**src/rtl/cfg_step_sequencer.sv**
```systemverilog
module cfg_step_sequencer #(
  parameter int N_IF    = 4,
  parameter int N_MODES = 8,
  parameter int STEP_W  = 4,
  parameter int WD_W    = 12,
  localparam int MODE_W = (N_MODES > 1) ? $clog2(N_MODES) : 1
) (
  input  logic              clk,
  input  logic              rst_n,
  input  logic              req_valid,
  input  logic [MODE_W-1:0] req_mode,
  input  logic [STEP_W-1:0] step_count,
  input  logic [WD_W-1:0]   wd_limit,
  input  logic [N_IF-1:0]   if_done,
  output logic [MODE_W-1:0] mode_out,
  output logic              start,
  output logic              busy,
  output logic              timeout
);

  typedef enum logic [1:0] {S_IDLE, S_START, S_WAIT, S_NEXT} state_t;

  state_t            state;
  logic [N_IF-1:0]   done_q;
  logic [STEP_W-1:0] steps_q, step_idx;
  logic [WD_W-1:0]   wd_cnt;
  logic [MODE_W-1:0] mode_q, pend_mode;
  logic              pend_q, timeout_q;

  wire [N_IF-1:0]   done_seen = done_q | if_done;
  wire              all_done  = &done_seen;
  wire              accept    = (state == S_IDLE) && (req_valid || pend_q);
  wire [MODE_W-1:0] acc_mode  = req_valid ? req_mode : pend_mode;
  wire [WD_W:0]     wd_next   = {1'b0, wd_cnt} + {{WD_W{1'b0}}, 1'b1};
  wire              wd_fire   = (wd_limit != '0) && !all_done &&
                                (wd_next == {1'b0, wd_limit});
  wire              last_step = (step_idx == steps_q - STEP_W'(1));

  always_ff @(posedge clk) begin
    if (!rst_n) begin
      state     <= S_IDLE;
      done_q    <= '0;
      steps_q   <= STEP_W'(1);
      step_idx  <= '0;
      wd_cnt    <= '0;
      mode_q    <= '0;
      timeout_q <= 1'b0;
    end else begin
      case (state)
        S_IDLE: if (accept) begin
          mode_q    <= acc_mode;
          steps_q   <= (step_count == '0) ? STEP_W'(1) : step_count;
          step_idx  <= '0;
          timeout_q <= 1'b0;
          state     <= S_START;
        end
        S_START: begin
          done_q <= '0;
          wd_cnt <= '0;
          state  <= S_WAIT;
        end
        S_WAIT: begin
          done_q <= done_seen;
          wd_cnt <= wd_next[WD_W-1:0];
          if (all_done) state <= S_NEXT;
          else if (wd_fire) begin
            state     <= S_IDLE;
            timeout_q <= 1'b1;
          end
        end
        default: begin
          if (last_step) state <= S_IDLE;
          else begin
            step_idx <= step_idx + STEP_W'(1);
            state    <= S_START;
          end
        end
      endcase
    end
  end

  always_ff @(posedge clk) begin
    if (!rst_n) begin
      pend_q    <= 1'b0;
      pend_mode <= '0;
    end else if (state != S_IDLE && req_valid) begin
      pend_q    <= 1'b1;
      pend_mode <= req_mode;
    end else if (accept) begin
      pend_q    <= 1'b0;
    end
  end

  assign mode_out = mode_q;
  assign start    = (state == S_START);
  assign busy     = (state != S_IDLE);
  assign timeout  = timeout_q;

endmodule

```
**config.mk**
```make
export PLATFORM = sky130hd
export DESIGN_NAME = cfg_step_sequencer
export DESIGN_NICKNAME = d
export VERILOG_FILES = /design/src/rtl/cfg_step_sequencer.sv
export SDC_FILE = /design/constraint.sdc
export NUM_CORES = 1
export LEC_CHECK = 0
export ABC_AREA = 1
export BUFFER_PORTS_ARGS = -buffer_cell sky130_fd_sc_hd__buf_2
export CORE_ASPECT_RATIO = 1.1
export CORE_MARGIN = 2
export CORE_UTILIZATION = 24
export CTS_CLUSTER_DIAMETER = 200
export DETAILED_ROUTE_END_ITERATION = 8
export SKIP_LAST_GASP = 1
export SLEW_MARGIN = 30
export SYNTH_ARGS = -nofsm -noshare
export SYNTH_HDL_FRONTEND = slang
export SYNTH_SLANG_ARGS = --single-unit
```
**constraint.sdc**
```tcl
create_clock -name clk -period 5 [get_ports clk]
set_input_delay 1 -clock clk [delete_from_list [all_inputs] [get_ports clk]]
set_output_delay 1 -clock clk [all_outputs]
set_load 0.01 [all_outputs]
```
After elaboration in Yosys (flattened, before gate mapping). Cells that the tools add are included.

Bits in registers: 34. Input bits: 26.

Add/sub/neg operators: 3. Equality and inequality tests: 9. Muxes and demuxes: 17. Bitwise operators: 2. Reductions and logical operators: 19.

Operators with widths (count): case mux 12 bit (2 select lines) (1); case mux 4 bit (2 select lines) (2); adder 12 x 1 -> 13 bit (second input constant) (1); == test 13 x 12 -> 1 bit (1); two-way mux 4 bit (3); nonzero test 12 bit (1); AND reduction 4 bit (2); nonzero test 2 bit (4); two-way mux 2 bit (3); != test 2 bit (second input constant) (3); case mux 2 bit (3 select lines) (1); two-way mux 1 bit (5); adder 4 x 1 -> 4 bit (second input constant) (1); == test 4 bit (1); logical AND 1 bit (4); logical NOT 4 bit (1); OR 4 bit (1); AND reduction 2 bit (2); subtractor 4 x 1 -> 4 bit (second input constant) (1); two-way mux 3 bit (1); != test 3 bit (second input constant) (1); AND reduction 3 bit (1); == test 2 x 1 -> 1 bit (second input constant) (1); == test 2 bit (second input constant) (1); other kinds (7) (7).

Depth between registers and ports, before layout.
Word-level depth: 8. Mapped depth: 17.

Least setup slack after synthesis. No wires, ideal clock.

Path kind: input -> register. Start point: input port if_done[0]. End point: register state[0]. Library setup time: 113 ps. Arrival: 1833 ps. Required time: 4887 ps. Path slack: 3054 ps. Cell stages on the path: 12. Path buffers: 0. Cell sequence: nor2_1 nor2_1 nand2_1 nand3_1 nor2_1 nand3_1 nor2_2 nand3_2 nand2_2 nand2_2 nor2_1 nor2_1.

Longest elaborated chain between the ends: 7. Elaborated cells on any way between the ends: 9. Those cells by class: eq/ne: 1; mux: 2; bitwise: 1; reduce/logical: 5.

Ends and longest elaborated chain: start, declared (line 14) `input logic [N_IF-1:0] if_done,`; OR 4 bit (*) (line 30) `wire [N_IF-1:0] done_seen = done_q | if_done;`; AND reduction 4 bit (*) (line 31) `wire all_done = &done_seen;`; logical NOT 1 bit (line 35) `wire wd_fire = (wd_limit != '0) && !all_done &&`; logical AND 1 bit (2 in series) (line 35); != test 3 bit (no source line); AND reduction 2 bit (no source line); end signal, assigned (line 41) `state <= S_IDLE;`; end signal, assigned (line 55) `state <= S_START;`; end signal, assigned (line 60) `state <= S_WAIT;`; end, declared (line 23) `state_t state;`.

Every way passes the cells marked *; elsewhere a longest branch is shown, timed or not. A chain may end at the register's enable or synchronous reset.

Worst setup path in the final report.
Start point: register state[0]. End point: output port busy.

Longest elaborated chain between the ends: 1.

Ends and longest elaborated chain: nonzero test 2 bit (line 96) `assign busy = (state != S_IDLE);`; end, declared (line 17) `output logic busy,`.

No other way between the ends.

==> run_results.csv <==
group,metric,value,unit
die,fp.dieW,94.1,um
logic_synthesis,ys_seq_elements,34,
global_route,grt_start_max_net_pins,19,
layout,syn_to_final_growth,16.1,%
sta,maxSlewHeadroom,0.610,
worst_setup_path,worst_setup_path_end_kind,"primary output",
clock_tree,root_buffer,"clkbuf_8",
detailed_routing,via_per_inst,4.41,
power_and_ir_drop,p_per_area,368,nW/um^2
place,dpl-instance-area,2410,um^2
detailed_routing,routed_wl,5300,um
layout,stdcell_area,2490,um^2
clock_tree,post_cts_buffers,0,
power_and_ir_drop,leakage,1.07,nW
sta,period_needed,2.46,ns
clock_tree,cts_htree_levels,2,
logic_synthesis,syn_inst,341,
detailed_routing,drc,0,
layout,antenna_cells,0,
clock_tree,ctsResizeCount,0,
worst_setup_path,slowest_delay,0.40,ns
layout,drive_above_1_share,0.142,
logic_synthesis,yosys.area.top_type,"dfxtp_1",
die,die_area,9710,um^2
logic_synthesis,synth-seq-area-share,0.317,
sta,period_share,0.493,
layout,num-nets-final,407,
clock_tree,clk_pin_slew,0.07,ns
sta,tns,0,ns
logic_synthesis,synth_nets,374,
die,die_h,103,um
logic_synthesis,syn_area_per_cell,6.29,um^2
layout,final_common_cell,"nand2_1",
worst_setup_path,crit_buf_inv,3,
layout,finalNonFillerCells,488,
clock_tree,cts_tree,"yes",
clock_tree,cts_num_sinks,34,
logic_synthesis,ys_types,28,
place,dp.cells,481,
global_route,grt_overflow,0,
worst_setup_path,critPathTopFamily,"buffers and inverters",
die,rows,36,
logic_synthesis,synth_top_area_share,0.317,
global_route,grtUsageTotal,0.118,
logic_synthesis,ys_warn_count,0,
status,run_status,"finished clean",
sta,finClkSkew,0.0100,ns
worst_setup_path,cp_slowest_cell,"dfxtp_1",
sta,setup-violations-final,0,
die,coreArea,8780,um^2
detailed_routing,ant_nets,0,
worst_setup_path,worst_ep_arrival_time,1.46,ns
global_route,antenna_found_initial,0,
clock_tree,insertion_delay,0.29,ns
sta,slew_viol_final,0,
clock_tree,cts_inserted_buffers,5,
die,initial_core_util,0.244,
global_route,grt_pass1_wl,9080,um
detailed_routing,num_vias,2150,
sta,finalHoldViolations,0,
place,io_buffer_count,31,
worst_setup_path,start_kind,"register",
sta,clock.fmax,0.406,GHz
detailed_routing,first_pass_iters,4,
place,place.detailed.hpwl,4070,um
worst_setup_path,crit_fanout,6,
layout,final_core_util,0.283,
layout,final_cell_mix,"nand2_1, nor2_1, inv_1, dfxtp_1, buf_2",
sta,rsz0062_at_grt,"false",
logic_synthesis,syn_area,2140,um^2
sta,worstMarginPinSlew,0.583,ns
die,pin_count,32,
worst_setup_path,path_cells,"inv_1 > ha_1 > inv_1 > buf_2",
worst_setup_path,cp.required,4.00,ns
detailed_routing,drt-initial-drc-count,83,
detailed_routing,wire_per_inst,10.9,um
power_and_ir_drop,ir_worst_vdd,222,uV
worst_setup_path,crit_path_frequent_cell,"inv_1",
global_route,grt_pass1_vias,2061,
clock_tree,cts_hold_buf,0,
clock_tree,cts.path.max_buffers,2,
run,cap_violations,0,
place,place.gp.congestion,0.876,
logic_synthesis,netlist_top_cells_area,"dfxtp_1, nand2_1, nand3_1",
min_path,hp-class,"reg2reg",
worst_setup_path,critPathKind,"reg2out",
[report_power, final]
| part | total (mW) | internal, mW | switching [mW] |
|---|---|---|---|
| clock network | 0.193 | 0.0959 | 0.0973 |
| logic | 0.379 | 0.125 | 0.254 |
| registers | 0.345 | 0.315 | 0.0303 |
[cell usage after synthesis]
| library cell | n |
|---|---|
| o21ba_2 | 1 |
| nand4_1 | 4 |
| o21ai_0 | 18 |
| clkinv_1 | 2 |
| nand3b_1 | 5 |
| nand2_1 | 104 |
| a31oi_1 | 3 |
| xor2_1 | 4 |
| inv_2 | 1 |
| dfxtp_1 | 34 |
| clkbuf_1 | 4 |
| xnor2_1 | 3 |
| o211ai_1 | 2 |
| nand3_2 | 2 |
| nor2_1 | 40 |
| nor2_4 | 3 |
| o21ai_1 | 1 |
| a32oi_1 | 1 |
| nor3_1 | 2 |
| clkinv_2 | 1 |
| a21oi_1 | 20 |
| nor4_1 | 1 |
| inv_1 | 38 |
| nor2_2 | 2 |
| clkbuf_8 | 1 |
| nand2_2 | 7 |
| nand3_1 | 30 |
| ha_1 | 7 |
[worst register-to-register path: cells and delay by family, from the launching register on]
family | cells | cell delay [ns]
flops | 1 | 0.40
fa+ha+maj | 1 | 0.35
buf+inv | 3 | 0.65
xor+xnor | 1 | 0.14
simple gates | 4 | 0.46
[flip-flops by register name, indices dropped and copies added, names as in the netlist]
name       count
done_q         4
mode_out       3
pend_mode      3
pend_q         1
state          2
step_idx       4
steps_q        4
timeout        1
wd_cnt        12
[layer usage]
layer | vias up | routed length, um | global-route usage
met5 | - | 0 | 0
met4 | 0 | 45 | 0.0401
met3 | 4 | 288 | 0.0278
met2 | 44 | 2370 | 0.196
met1 | 947 | 2600 | 0.152
li1 | 1155 | - | -
[per-stage QoR]
step,power (mW),hold slack [ns],worst slack (ns)
floorplan,0.626,0.440,3.05
global placement,0.729,0.454,2.78
detailed placement,0.730,0.462,2.73
CTS,0.926,0.472,2.53
global route,0.997,0.484,2.44
finish,0.917,0.469,2.54
[cell families (layout without fill, tap and decap cells)]
| group | Yosys count | after routing | share of synthesized area |
|---|---|---|---|
| compound gates | 46 | 46 | 0.116 |
| xor+xnor | 7 | 7 | 0.0286 |
| fa+ha+maj | 7 | 7 | 0.0408 |
| buf+inv | 47 | 80 | 0.0875 |
| flops | 34 | 34 | 0.317 |
| simple gates | 200 | 200 | 0.410 |
[path summary, 6_finish.rpt]
| path | from | to | slack, ns | cells after the start |
|---|---|---|---|---|
| max reg2reg | state[0]$_SDFFE_PN0P_ | step_idx[3]$_SDFFE_PN0P_ | 2.90 | 9 |
| min reg2reg | pend_mode[1]$_SDFFE_PN0P_ | pend_mode[1]$_SDFFE_PN0P_ | 0.47 | 2 |
| min | pend_mode[1]$_SDFFE_PN0P_ | pend_mode[1]$_SDFFE_PN0P_ | 0.47 | 2 |
| max | state[0]$_SDFFE_PN0P_ | busy | 2.54 | 4 |
[layout make-up]
| class | count | area (um^2) |
|---|---|---|
| clock buffers | 7 | 76.3 |
| multi-input cells | 260 | 1280 |
| fillers | 978 | 6290 |
| flip-flops and latches | 34 | 681 |
| well taps | 114 | 143 |
| inverters | 42 | 159 |
| repair buffers | 31 | 155 |
Power figures use the tool's default switching activity.
